<file path="src/rtl/radar_lane_deser.sv">
module radar_lane_deser #(
  parameter int SAMPLES  = 256,
  parameter int CHANNELS = 4
) (
  input  logic        clk,
  input  logic        rst_n,
  input  logic [1:0]  width_sel,
  input  logic        lane0_rise,
  input  logic        lane0_fall,
  input  logic        lane1_rise,
  input  logic        lane1_fall,
  input  logic        mark_rise,
  input  logic        mark_fall,
  output logic        smp_valid,
  output logic [15:0] smp_i,
  output logic [15:0] smp_q,
  output logic [$clog2(CHANNELS)-1:0] smp_chan,
  output logic [$clog2(SAMPLES)-1:0]  smp_index,
  output logic        frame_start,
  output logic        frame_err
);
  localparam int DW = 16;
  localparam int IW = $clog2(SAMPLES);
  localparam int CW = $clog2(CHANNELS);

  typedef struct packed {
    logic          prev;
    logic          al;
    logic [4:0]    cnt;
    logic [DW-1:0] si;
    logic [DW-1:0] sq;
    logic          err;
    logic          emit;
  } st_t;

  st_t cur, s0, s1, s2, nxt;
  logic [1:0]    wsel_q;
  logic [IW-1:0] idx_c;
  logic [CW-1:0] ch_c;
  logic [4:0]    wlen;

  assign wlen = (width_sel == 2'b00) ? 5'd12 : (width_sel == 2'b01) ? 5'd14 : 5'd16;

  function automatic st_t step(input st_t s, input logic fm, input logic bi,
                               input logic bq, input logic [4:0] w);
    st_t  n;
    logic rise, ok;
    n      = s;
    n.emit = 1'b0;
    n.prev = fm;
    rise   = fm & ~s.prev;
    ok     = (s.cnt == 5'd0) ? rise : (fm == (s.cnt < (w >> 1)));
    if (s.al && !ok) begin
      n.err = 1'b1;
      n.al  = 1'b0;
    end
    if (rise) begin
      n.al  = 1'b1;
      n.cnt = 5'd1;
      n.si  = {{(DW-1){1'b0}}, bi};
      n.sq  = {{(DW-1){1'b0}}, bq};
    end else if (n.al) begin
      n.si  = {s.si[DW-2:0], bi};
      n.sq  = {s.sq[DW-2:0], bq};
      n.cnt = s.cnt + 5'd1;
    end
    if (n.al && n.cnt == w) begin
      n.emit = 1'b1;
      n.cnt  = 5'd0;
    end
    return n;
  endfunction

  always_comb begin
    s0       = cur;
    s0.emit  = 1'b0;
    s1       = step(s0, mark_rise, lane0_rise, lane1_rise, wlen);
    s2       = step(s1, mark_fall, lane0_fall, lane1_fall, wlen);
    nxt      = s2;
    nxt.emit = s1.emit | s2.emit;
  end

  always_ff @(posedge clk) begin
    if (!rst_n) begin
      cur         <= '0;
      wsel_q      <= width_sel;
      idx_c       <= '0;
      ch_c        <= '0;
      smp_i       <= '0;
      smp_q       <= '0;
      smp_index   <= '0;
      smp_chan    <= '0;
      frame_start <= 1'b0;
    end else begin
      wsel_q <= width_sel;
      if (width_sel != wsel_q) begin
        cur.al      <= 1'b0;
        cur.cnt     <= 5'd0;
        cur.prev    <= mark_fall;
        cur.emit    <= 1'b0;
        idx_c       <= '0;
        ch_c        <= '0;
        frame_start <= 1'b0;
      end else begin
        cur         <= nxt;
        frame_start <= nxt.emit && idx_c == '0 && ch_c == '0;
        if (nxt.emit) begin
          smp_i     <= s1.emit ? s1.si : s2.si;
          smp_q     <= s1.emit ? s1.sq : s2.sq;
          smp_index <= idx_c;
          smp_chan  <= ch_c;
          if (idx_c == IW'(SAMPLES - 1)) begin
            idx_c <= '0;
            ch_c  <= (ch_c == CW'(CHANNELS - 1)) ? '0 : ch_c + 1'b1;
          end else begin
            idx_c <= idx_c + 1'b1;
          end
        end
      end
    end
  end

  assign smp_valid = cur.emit;
  assign frame_err = cur.err;
endmodule

</file>
<file path="config.mk">
export PLATFORM = sky130hd
export DESIGN_NAME = radar_lane_deser
export DESIGN_NICKNAME = d
export VERILOG_FILES = /design/src/rtl/radar_lane_deser.sv
export SDC_FILE = /design/constraint.sdc
export NUM_CORES = 1
export LEC_CHECK = 0
export BUFFER_PORTS_ARGS = -buffer_cell sky130_fd_sc_hd__buf_4
export CORE_ASPECT_RATIO = 0.75
export CORE_MARGIN = 5
export CORE_UTILIZATION = 50
export DETAILED_ROUTE_END_ITERATION = 10
export PLACE_DENSITY = 0.66
export SYNTH_ARGS = -nofsm -noshare
export SYNTH_HDL_FRONTEND = slang
export SYNTH_SLANG_ARGS = --single-unit
</file>
<file path="constraint.sdc">
create_clock -name clk -period 14.5 [get_ports clk]
set_clock_uncertainty 0.1 [all_clocks]
set_input_delay 1.45 -clock clk [delete_from_list [all_inputs] [get_ports clk]]
set_output_delay 1.45 -clock clk [all_outputs]
set_load 0.02 [all_outputs]
</file>
Word-level counts from Yosys, hierarchy flattened --
Index checks and enable logic that the tools add are counted. W data, S select, Z words.
Storage, ports and cells: bits in registers 96, latch bits 0, memory bits (writable) 0, ROM bits 0, bits of input ports 10, output and inout port bits 45, word-level logic and storage cells 76, memories 0
Operators by class: $add $sub $neg 4, multipliers 0, div/mod/pow operators 0, magnitude comparators 2, equal/unequal tests 8, shift-type cells 0, multiplexer cells 21, bitwise logic cells 7, reduce and logical (&&, ||, !) cells 19
Operators by type and width (count):
- $mux W37 | 4
- $mux W16 | 2
- $mux W5 | 3
- $add A5 B1 Y5 const B | 2
- $eq A5 B5 Y1 | 2
- $logic_not A5 Y1 | 2
- $lt A5 B4 Y1 | 2
- $mux W1 | 10
- $add A8 B1 Y8 const B | 1
- $eq A8 B8 Y1 const B | 1
- $logic_not A8 Y1 | 1
- $mux W8 | 1
- $logic_and A1 B1 Y1 | 6
- $reduce_and A2 Y1 | 3
- $logic_not A2 Y1 | 2
- $not A1 Y1 | 4
- $reduce_or A3 Y1 | 1
- $add A2 B1 Y2 const B | 1
- $and A1 B1 Y1 | 2
- $eq A1 B1 Y1 | 2
- $eq A2 B1 Y1 const B | 1
- $eq A2 B2 Y1 const B | 1
- $logic_not A1 Y1 | 2
- $mux W2 | 1
- 4 further kinds | 4

Longest topological paths before layout --
Gate-level depths: netlist of run 1.
depth in word-level cells 28, depth in mapped cells 25, depth with buffers taken out 21

Worst setup path before layout of run 1 --
OpenSTA, ideal clock, no wires.
path kind in2reg, from input width_sel[1], to register idx_c[6], setup time 0.072 ns, arrival time 6.059 ns, required time 14.328 ns, setup slack 8.269 ns, cell stages on the path 25, path buffers 4, path through buf_2 inv_1 ha_1 or3_4 o31ai_2 o211ai_4 a21oi_2 mux2i_1 nor4_1 a31oi_1 nor2_1 clkbuf_1 nor3_1 ha_1 nand2_1 nor4_1 and4_1 a311oi_1 nand2b_1 nor4_4 o21ai_2 buf_6 buf_2 a211oi_1 mux2i_1
Between the ends: word-level cells in the longest chain between the ends 26, elaborated cells on any way between the ends 34, those cells by class 1 x add/sub; 2 x order compare; 6 x eq/ne; 15 x mux; 1 x bitwise; 9 x reduce/logical
RTL lines:
- start, declared | RTL line 7 | input logic [1:0] width_sel,
- $eq A2 B1 Y1 | RTL line 42 | assign wlen = (width_sel == 2'b00) ? 5'd12 : (width_sel == 2'b01) ? 5'd14 : 5'd16;
- $mux W5 (2 in a row) | RTL line 42
- $lt A5 B4 Y1 | RTL line 52 | ok = (s.cnt == 5'd0) ? rise : (fm == (s.cnt < (w >> 1)));
- $eq A1 B1 Y1 | RTL line 52
- $mux W1 | RTL line 52
- $logic_not A1 Y1 | RTL line 53 | if (s.al && !ok) begin
- $logic_and A1 B1 Y1 | RTL line 53
- $mux W1 | RTL line 53
- [9 not listed]
- $logic_and A1 B1 Y1 | RTL line 53
- $mux W1 | RTL line 53
- $mux W37 | RTL line 62 | end else if (n.al) begin
- $mux W37 | RTL line 57 | if (rise) begin
- $eq A5 B5 Y1 | RTL line 67 | if (n.al && n.cnt == w) begin
- $logic_and A1 B1 Y1 | RTL line 67
- $mux W1 | RTL line 67
- $or A1 B1 Y1 | RTL line 80 | nxt.emit = s1.emit | s2.emit;
- end signal, assigned | RTL line 116 | idx_c <= idx_c + 1'b1;
- end, declared | RTL line 38 | logic [IW-1:0] idx_c;
Parallel ways exist; a longest one is shown, timed or not. A chain may end at the register's enable or synchronous reset.

Final worst setup path of run 1 --
from input width_sel[1], to register smp_i[15]
Between the ends: word-level cells in the longest chain between the ends 27, elaborated cells on any way between the ends 36, those cells by class 1 x add/sub; 2 x order compare; 6 x eq/ne; 16 x mux; 2 x bitwise; 9 x reduce/logical
RTL lines:
- $eq A2 B1 Y1 | RTL line 42
- $mux W5 (2 in a row) | RTL line 42
- $lt A5 B4 Y1 | RTL line 52
- $eq A1 B1 Y1 | RTL line 52
- $mux W1 | RTL line 52
- $logic_not A1 Y1 | RTL line 53
- $logic_and A1 B1 Y1 | RTL line 53
- $mux W1 | RTL line 53
- [10 not listed]
- $mux W1 | RTL line 53
- $mux W37 | RTL line 62
- $mux W37 | RTL line 57
- $eq A5 B5 Y1 | RTL line 67
- $logic_and A1 B1 Y1 | RTL line 67
- $mux W1 | RTL line 67
- $or A1 B1 Y1 | RTL line 80
- $reduce_and A2 Y1 (no source line)
- end signal, assigned | RTL line 108 | smp_i <= s1.emit ? s1.si : s2.si;
- end, declared | RTL line 15 | output logic [15:0] smp_i,
Parallel ways exist; a longest one is shown, timed or not.

==> reports/qor.csv, run 1 <==
metric;value;unit
Die Wd;136;um
worst r2r path cells;15;
crit path time final;7460;ps
number of global-route vias before repair;5188;
first-pass GRT wire length;26100;um
post-route setup slack;7040;ps
DRT Pass-1 Iters;5;
syn nets;737;
Syn. warnings;0;
worst hold path class;reg -> reg;
CTS tree;done;
drt wl/cell;17.4;um
Clock Sinks;96;
post-route ant nets;0;
post-synthesis instance total;718;
Seq/Total Area, Yosys;0.322;
layout filler cell count;1079;
busiest grt layer;met2;
Final TNS setup;0;ps
critical path peak fanout;37;
cell area after synthesis;5970;um2
CTS clk-pin slew, worst paths;70;ps
setup repair bufs after CTS;0;
WL final;15600;um
crit share post-route;0.514;
most frequent cells in the layout;nor2_1 (110), dfxtp_1 (96), mux2i_1 (82);
met3 Usage GRT;0.0466;
Synth Flop Type;dfxtp_1;
area occupied by registers;1920;um2
pre-CTS setup slack;6760;ps
initial antenna violation count;0;
die height;105;um
hold path depth;2;
clk_lat worst skew;340;ps
Async SR Flop Fraction;0;
most common library cell in the layout ignoring fill and taps;nor2_1;
layout cell share with drive strength beyond 1;0.150;
Area growth syn-to-layout;12.2;%
H-tree Lvls;3;
critical path class;in -> reg;
GPL Wtd Cong;0.944;
met1 usage;0.312;
worst hold start;smp_i[0];
number of port buffers;54;
multi-input logic area;3750;um2
VDD IR max;66.1;uV
Post-route DRC;0;
startpoint types;primary input;
Min-Delay Endpoint;smp_i[0];
total track usage;0.220;
drt via density;6.12;
Peak Freq;0.134;GHz
cell taking the most area after synthesis;dfxtp_1;
max-cap viol count;0;
core footprint;11700;um2
die area;14200;um2
num ports;55;
grt total ovfl;0;
Slew HR;0.177;
via count;5473;
hpwl dp;10400;um
# nets final;748;
Hold-fix buffers, CTS;0;
reg2reg end;smp_i[15];
status;finished, final reports clean;
Leak;2.80;nW
R2R setup slack;7810;ps
required time of the critical path;14690;ps
Yosys top cell area share;0.322;
clock buffer depth;2;
#FFs+latches synth;96;
Power Density;86.1;nW/um2
FF-to-FF Start;cur[37];
largest net degree at the start of global routing;60;
fin util;0.574;
Row Count;34;
Starting Density;0.512;
Critical Path End Type;flip-flop;
Final Max Tran Viols;0;
Worst-Margin Slew;1230;ps
final setup fails;0;
RSZ-0062 raised after global routing;false;
largest cells by area after synthesis;dfxtp_1 (32%), mux2i_1 (14%), nor2_1 (7.0%);
routing usage on met2;0.337;
final hold violation count;0;
Syn Area/Cell;8.31;um2
post-cts resize count;0;
antenna diode count;0;
number of synthesized flops with an enable pin;0;
post-synthesis cell type count;71;
total CTS buffers;9;
CP arrival;7650;ps
Iteration-0 DRC Markers;536;
root buffer cell;clkbuf_16;
==> synthesized netlist by cell type, types with 3 or more instances <==
library cell,instances
a211o_1,3
a31o_2,7
nand3_1,14
and2_1,3
a21o_1,6
a211oi_1,6
mux2i_1,82
a2111oi_0,6
buf_2,11
inv_1,13
buf_1,8
nand4_1,4
nor4_1,6
nand2b_1,4
or3_1,4
clkbuf_1,38
o211a_1,21
and4_1,4
ha_1,9
nor2_1,112
dfxtp_1,96
a21oi_1,45
nor3_1,9
o211ai_1,28
nand2_1,66
o21ai_0,11
xnor2_1,8
o21ai_2,4
and3_1,5
o21a_1,3
a22oi_1,28
==> through the flow <==
stage          instances  cell area [um2]  power, mW  hold slack [ps]
2_1_floorplan        718             5970      0.312              344
3_3_place_gp         880             6380      0.325              345
3_5_place_dp         880             6380      0.325              352
4_1_cts              895             6700      0.581              361
5_1_grt              895             6700      0.598              378
6_report             895             6700      0.577              356
==> how the worst max path moves through the flow <==
stage,slack (ps),end,start,cells after the start
after floorplan,8270,idx_c[6],width_sel[1],25
after global placement,6800,smp_i[15],width_sel[1],21
after detailed placement,6760,smp_i[15],width_sel[1],17
after CTS,7070,smp_i[15],width_sel[1],17
after global routing,6670,smp_chan[0],width_sel[1],22
final,7040,smp_i[15],width_sel[1],17
==> critical path, cell delays in order <==
cell and delay [ps]:
buf_4 150, inv_1 160, ha_1 260, or3_4 390, o31a_2 190, and4_4 230, nor2_4 930, mux2i_1 340
o41ai_4 540, a21oi_1 280, xnor2_1 220, a31o_2 190, buf_4 490, and2_1 910, a22oi_1 270, a2111oi_0 470
a31o_2 160
==> area by class of cell <==
cell class                      instances  share of cell area
Sequential cell                        96               0.287
Clock inverter                          6              0.0138
Tap cell                              162              0.0303
Inverter                               14             0.00785
Clock buffer                            9              0.0336
Multi-Input combinational cell        548               0.560
Timing Repair Buffer                   60              0.0673
==> registers in the layout, summed over array words and instances (netlist names) <==
signal / count
smp_index: 8
smp_q: 16
cur: 39
frame_err: 1
idx_c: 8
ch_c: 2
smp_chan: 2
smp_i: 16
smp_valid: 1
wsel_q: 2
frame_start: 1
==> power by group <==
part | switching (mW) | internal, mW | total, mW
logic | 0.0400 | 0.0142 | 0.0541
registers | 0.00138 | 0.265 | 0.266
clock network | 0.105 | 0.151 | 0.256
total | 0.146 | 0.430 | 0.577
==> per-layer routing <==
layer	vias up	wire length (um)	part of all wire
met5	-	0	0
met4	0	328	0.021
met3	33	885	0.057
met2	183	6950	0.45
met1	2603	7430	0.48
li1	2654	-	-
==> cells by family (layout without fill, tap and decap cells) <==
kind of cell               Yosys count  count (layout)  share of synthesized area
AOI/OAI and AO/OA                  203             203                      0.268
xor gates and xnor gates            10              10                     0.0147
adders and majority gates            9               9                     0.0189
buffers and inverters               74              89                     0.0520
DFF                                 96              96                      0.322
muxes                               82              82                      0.138
and+or+nand+nor                    244             244                      0.187
Power figures use the tool's default switching activity.
==> run 2, diff against run 1 <==
--- a/config.mk
+++ b/config.mk
@@ -10,7 +10,7 @@
 export CORE_MARGIN = 5
 export CORE_UTILIZATION = 50
 export DETAILED_ROUTE_END_ITERATION = 10
-export PLACE_DENSITY = 0.66
+export PLACE_DENSITY = 0.69
 export SYNTH_ARGS = -nofsm -noshare
 export SYNTH_HDL_FRONTEND = slang
 export SYNTH_SLANG_ARGS = --single-unit
==> constraint.sdc (replaced) <==
create_clock -name clk -period 6.65 [get_ports clk]
set_clock_uncertainty 0.1 [all_clocks]
set_input_delay 0.665 -clock clk [delete_from_list [all_inputs] [get_ports clk]]
set_output_delay 0.665 -clock clk [all_outputs]
set_load 0.02 [all_outputs]
==> reports/qor.csv, run 2 (synthesized netlist as in run 1, its figures left out) <==
metric;value;unit;change
total track usage;0.223;;+0.00260
die area;14200;um2;unchanged
GPL Wtd Cong;0.920;;-2.5%
most common library cell in the layout ignoring fill and taps;nor2_1;;
Worst-Margin Slew;1110;ps;-126 ps
status;finished, final reports clean;;
via count;5433;;-0.73%
DRT Pass-1 Iters;5;;unchanged
Die Wd;136;um;unchanged
total CTS buffers;9;;unchanged
final instance area;6700;um2;about the same
layout cell share with drive strength beyond 1;0.157;;+0.00669
crit share post-route;0.932;;
worst r2r path cells;19;;+4
post-cts resize count;0;;unchanged
CTS clk-pin slew, worst paths;70;ps;about the same
layout filler cell count;1079;;unchanged
H-tree Lvls;3;;unchanged
Non-Filler Instances;902;;+0.78%
Row Count;34;;unchanged
Area growth syn-to-layout;12.3;%;about the same
die height;105;um;unchanged
RSZ-0062 raised after global routing;false;;
multi-input logic area;3750;um2;unchanged
critical path class;reg -> reg;;
# nets final;755;;+0.94%
critical path peak fanout;32;;-14%
Largest register FFs;39;;unchanged
worst hold slack;355;ps;-0.740 ps
hold path depth;2;;unchanged
final setup fails;0;;unchanged
VDD IR max;140;uV;+110%
initial antenna violation count;0;;unchanged
root buffer cell;clkbuf_16;;
number of port buffers;54;;unchanged
first-pass GRT wire length;26400;um;+1.0%
met1 usage;0.331;;+0.0183
grt total ovfl;0;;unchanged
Post-route DRC;0;;unchanged
routing usage on met2;0.335;;-0.00212
crit path time final;6200;ps;
Starting Density;0.512;;unchanged
Iteration-0 DRC Markers;547;;+2.1%
met3 Usage GRT;0.0384;;-0.00817
busiest grt layer;met2;;
fin util;0.575;;about the same
WL final;16000;um;+2.8%
Hold-fix buffers, CTS;0;;unchanged
worst hold path class;reg -> reg;;
setup repair bufs after CTS;0;;unchanged
reg2reg end;smp_index[7];;
drt via density;6.02;;-1.5%
largest net degree at the start of global routing;60;;unchanged
core footprint;11700;um2;unchanged
Final TNS setup;0;ps;unchanged
number of global-route vias before repair;5138;;-0.96%
Critical Path End Type;flip-flop;;
CTS tree;done;;
R2R setup slack;450;ps;-7360 ps
area occupied by registers;1920;um2;unchanged
Clock Sinks;96;;unchanged
Final Max Tran Viols;0;;unchanged
Slew HR;0.261;;+0.0842
clock buffer depth;2;;unchanged
antenna diode count;0;;unchanged
max-cap viol count;0;;unchanged
final hold violation count;0;;unchanged
hpwl dp;10700;um;+2.8%
clk_lat worst skew;350;ps;about the same
Min-Delay Endpoint;smp_index[4];;
startpoint types;flip-flop;;
DP Area;6430;um2;+0.82%
Leak;2.81;nW;+0.46%
Power Density;178;nW/um2;+110%
required time of the critical path;6820;ps;-7870 ps
Reg with most FFs;cur;;
Peak Freq;0.161;GHz;
worst hold start;smp_index[4];;
most frequent cells in the layout;nor2_1 (110), dfxtp_1 (96), mux2i_1 (82);;
drt wl/cell;17.8;um;+2.0%
FF-to-FF Start;cur[37];;
post-route ant nets;0;;unchanged
num ports;55;;unchanged
Regs by FF count;cur (39), smp_i (16), smp_q (16);;
Inst Count DP;887;;+0.80%
CP arrival;6370;ps;-1280 ps
run 2: through the flow:
| stage | worst slack [ps] | total power [mW] |
|---|---|---|
| floorplan | 1200 | 0.680 |
| global placement | 204 | 0.711 |
| detailed placement | 224 | 0.712 |
| CTS | 541 | 1.20 |
| global route | 15.2 | 1.23 |
| finish | 450 | 1.19 |
run 2: worst max path at each step:
stage / start / to / slack, ps / depth (start not counted)
final: cur[37] / smp_index[7] / 450 / 19
after global routing: cur[37] / smp_index[7] / 20 / 19
after CTS: cur[37] / smp_index[3] / 540 / 19
after detailed placement: width_sel[1] / smp_index[3] / 220 / 21
after global placement: width_sel[1] / smp_index[0] / 200 / 21
after floorplan: width_sel[1] / idx_c[6] / 1200 / 25
run 2: worst max-delay path: stages (launching register included):
cell and delay [ps]:
dfxtp_1 610, ha_1 320, or3_4 400, o31ai_2 170
o211ai_4 160, a21oi_2 220, mux2i_1 260, nor4_1 70
a31oi_1 230, nor2_2 70, nor3_1 260, ha_1 200
nand2_1 170, nor4_1 510, o31ai_1 120, a311oi_1 530
o2111a_1 350, o21ai_2 200, a21oi_4 880, mux2i_1 270
run 2: cell type report:
cell class                      count  share of cell area
Clock buffer                       11              0.0362
Timing Repair Buffer               67              0.0750
Inverter                           14             0.00784
Clock inverter                      4             0.00429
Tap cell                          162              0.0302
Sequential cell                    96               0.287
Multi-Input combinational cell    548               0.560
run 2: power breakdown:
group          switching, mW  internal [mW]
clock                  0.227          0.263
sequential           0.00295          0.578
combinational         0.0895         0.0319
run 2: metal layers:
layer  vias up  wire (um)
li1       2660          -
met4         0        189
met1      2564       7810
met2       186       7090
met5         -          0
met3        23        934
==> run 3, diff against run 2 <==
--- a/config.mk
+++ b/config.mk
@@ -6,7 +6,7 @@
 export NUM_CORES = 1
 export LEC_CHECK = 0
 export BUFFER_PORTS_ARGS = -buffer_cell sky130_fd_sc_hd__buf_4
-export CORE_ASPECT_RATIO = 0.75
+export CORE_ASPECT_RATIO = 0.6
 export CORE_MARGIN = 5
 export CORE_UTILIZATION = 50
 export DETAILED_ROUTE_END_ITERATION = 10
==> reports/qor.csv, run 3 (synthesized netlist as in run 1, its figures left out) <==
metric;value;unit;change
status;finished, final reports clean;;
R2R setup slack;340;ps;-110 ps
Post-route DRC;0;;unchanged
drt via density;6.27;;+4.1%
Iteration-0 DRC Markers;658;;+20%
post-cts resize count;0;;unchanged
Worst Path Buf+Inv;1;;+1
core footprint;11500;um2;-1.5%
critical path class;reg -> reg;;
GPL Wtd Cong;0.935;;+1.6%
Power Density;190;nW/um2;+7.1%
Slew HR;0.264;;+0.00346
CTS clk-pin slew, worst paths;70;ps;about the same
first-pass GRT wire length;26900;um;+1.9%
CP max stage cell;a2111oi_0;;
via count;5645;;+3.9%
total CTS buffers;9;;unchanged
CP arrival;6490;ps;+120 ps
Clock Sinks;96;;unchanged
largest net degree at the start of global routing;60;;unchanged
pre-CTS setup slack;304;ps;+80.5 ps
# nets final;754;;-0.13%
antenna diode count;0;;unchanged
total track usage;0.231;;+0.00813
worst hold start;smp_index[6];;
hold path depth;2;;unchanged
DRT Pass-1 Iters;5;;unchanged
layout cell share with drive strength beyond 1;0.158;;+0.00135
Final Max Tran Viols;0;;unchanged
critical path depth in cells;18;;-1
CP dominant cell by count;ha_1;;
Row Count;30;;-12%
num ports;55;;unchanged
Die Wd;151;um;+11%
Final TNS setup;0;ps;unchanged
critical path peak fanout;20;;-38%
startpoint types;flip-flop;;
setup repair bufs after CTS;0;;unchanged
drt wl/cell;18.4;um;+3.6%
hpwl dp;11300;um;+5.2%
Peak Freq;0.159;GHz;-1.7%
Worst path max stage delay;920;ps;+40 ps
crit share post-route;0.948;;+0.0159
final hold violation count;0;;unchanged
worst-path cell chain;ha_1, or3_4, o31ai_2, o211ai_4, a211o_1, or3_1, o21bai_1, inv_1, ha_1, nor2_1, o41ai_4, a21oi_1, nand2_1, o41ai_2, o2111a_1, o21ai_2, a2111oi_0, a31o_2;;
worst hold slack;363;ps;+7.18 ps
Starting Density;0.519;;+0.00758
post-route ant nets;0;;unchanged
worst r2r path cells;18;;-1
die area;14300;um2;+0.35%
die height;94.6;um;-9.5%
VDD IR max;120;uV;-14%
post-route setup slack;344;ps;-106 ps
most frequent cells in the layout;nor2_1 (110), dfxtp_1 (96), mux2i_1 (82);;
delay-heaviest family, CP;compound AO/OA/AOI/OAI gates;;
root buffer cell;clkbuf_16;;
final instance area;6750;um2;+0.71%
grt total ovfl;0;;unchanged
H-tree Lvls;3;;unchanged
Largest register FFs;39;;unchanged
Regs by FF count;cur (39), smp_i (16), smp_q (16);;
Leak;2.84;nW;+1.2%
CTS tree;done;;
required time of the critical path;6840;ps;+20 ps
clk_lat worst skew;350;ps;about the same
number of port buffers;54;;unchanged
clock buffer depth;2;;unchanged
WL final;16600;um;+3.3%
most common library cell in the layout ignoring fill and taps;nor2_1;;
FF-to-FF Start;cur[37];;
Area growth syn-to-layout;13.1;%;
Worst-Margin Slew;1100;ps;-5.17 ps
worst hold path class;reg -> reg;;
Critical Path End Type;flip-flop;;
Min-Delay Endpoint;smp_index[6];;
Hold-fix buffers, CTS;0;;unchanged
max-cap viol count;0;;unchanged
initial antenna violation count;0;;unchanged
reg2reg end;smp_i[15];;
DP Area;6410;um2;-0.27%
crit path time final;6310;ps;+106 ps
number of global-route vias before repair;5149;;+0.21%
Reg with most FFs;cur;;
RSZ-0062 raised after global routing;false;;
final setup fails;0;;unchanged
==> run 3: changes by cell type in the layout (fill, tap and decap cells not counted) <==
cell        previous run  this run
bufinv_16              0         2
clkinvlp_4             2         0
inv_6                  1         3
a21oi_2                2         3
a21oi_4                1         0
buf_4                 67        66
clkbuf_1               1         0
clkbuf_8               1         0
clkinv_2               1         0
clkinv_4               0         1
clkinv_8               0         1
==> run 3: stage by stage <==
| step | cells | utilization | total power [mW] |
|---|---|---|---|
| 2_1_floorplan | 718 | - | 0.680 |
| 3_3_place_gp | 884 | 0.558 | 0.711 |
| 3_5_place_dp | 884 | 0.558 | 0.711 |
| 4_1_cts | 900 | 0.588 | 1.29 |
| 5_1_grt | 900 | 0.588 | 1.32 |
| 6_report | 900 | 0.588 | 1.28 |
==> run 3: worst max-delay path by stage <==
stage,startpoint,endpoint,slack (ps)
2_1_floorplan,width_sel[1],idx_c[6],1200
3_3_place_gp,width_sel[1],smp_i[2],280
3_5_place_dp,width_sel[1],smp_i[15],300
4_1_cts,cur[37],smp_i[15],580
5_1_grt,cur[37],smp_i[3],120
6_report,cur[37],smp_i[15],340
==> run 3: cell type report <==
cell class                      instances  area (um2)
Clock inverter                          7         111
Multi-Input combinational cell        548        3740
Timing Repair Buffer                   66         495
Tap cell                              160         200
Inverter                               14        52.6
Sequential cell                        96        1920
Clock buffer                            9         225
Fill cell                            1053        4740
==> run 3: routing by layer <==
| layer | track usage | share of wire | vias up |
|---|---|---|---|
| met3 | 0.0552 | 0.096 | 19 |
| met5 | 0 | 0 | - |
| met4 | 0.0460 | 0.0072 | 0 |
| li1 | - | - | 2664 |
| met1 | 0.349 | 0.48 | 2690 |
| met2 | 0.333 | 0.42 | 272 |
==> run 3: worst min-delay path: stages (launching register included) <==
cell and delay, ps:
dfxtp_1 320, nand2_1 50, mux2i_1 50
==> run 3: power breakdown <==
part / switching [mW] / leakage, nW / total, mW / internal (mW)
Clock: 0.246 / 0.164 / 0.583 / 0.338
Combinational: 0.0889 / 1.90 / 0.121 / 0.0318
Sequential: 0.00316 / 0.774 / 0.581 / 0.577
Total: 0.338 / 2.84 / 1.28 / 0.947
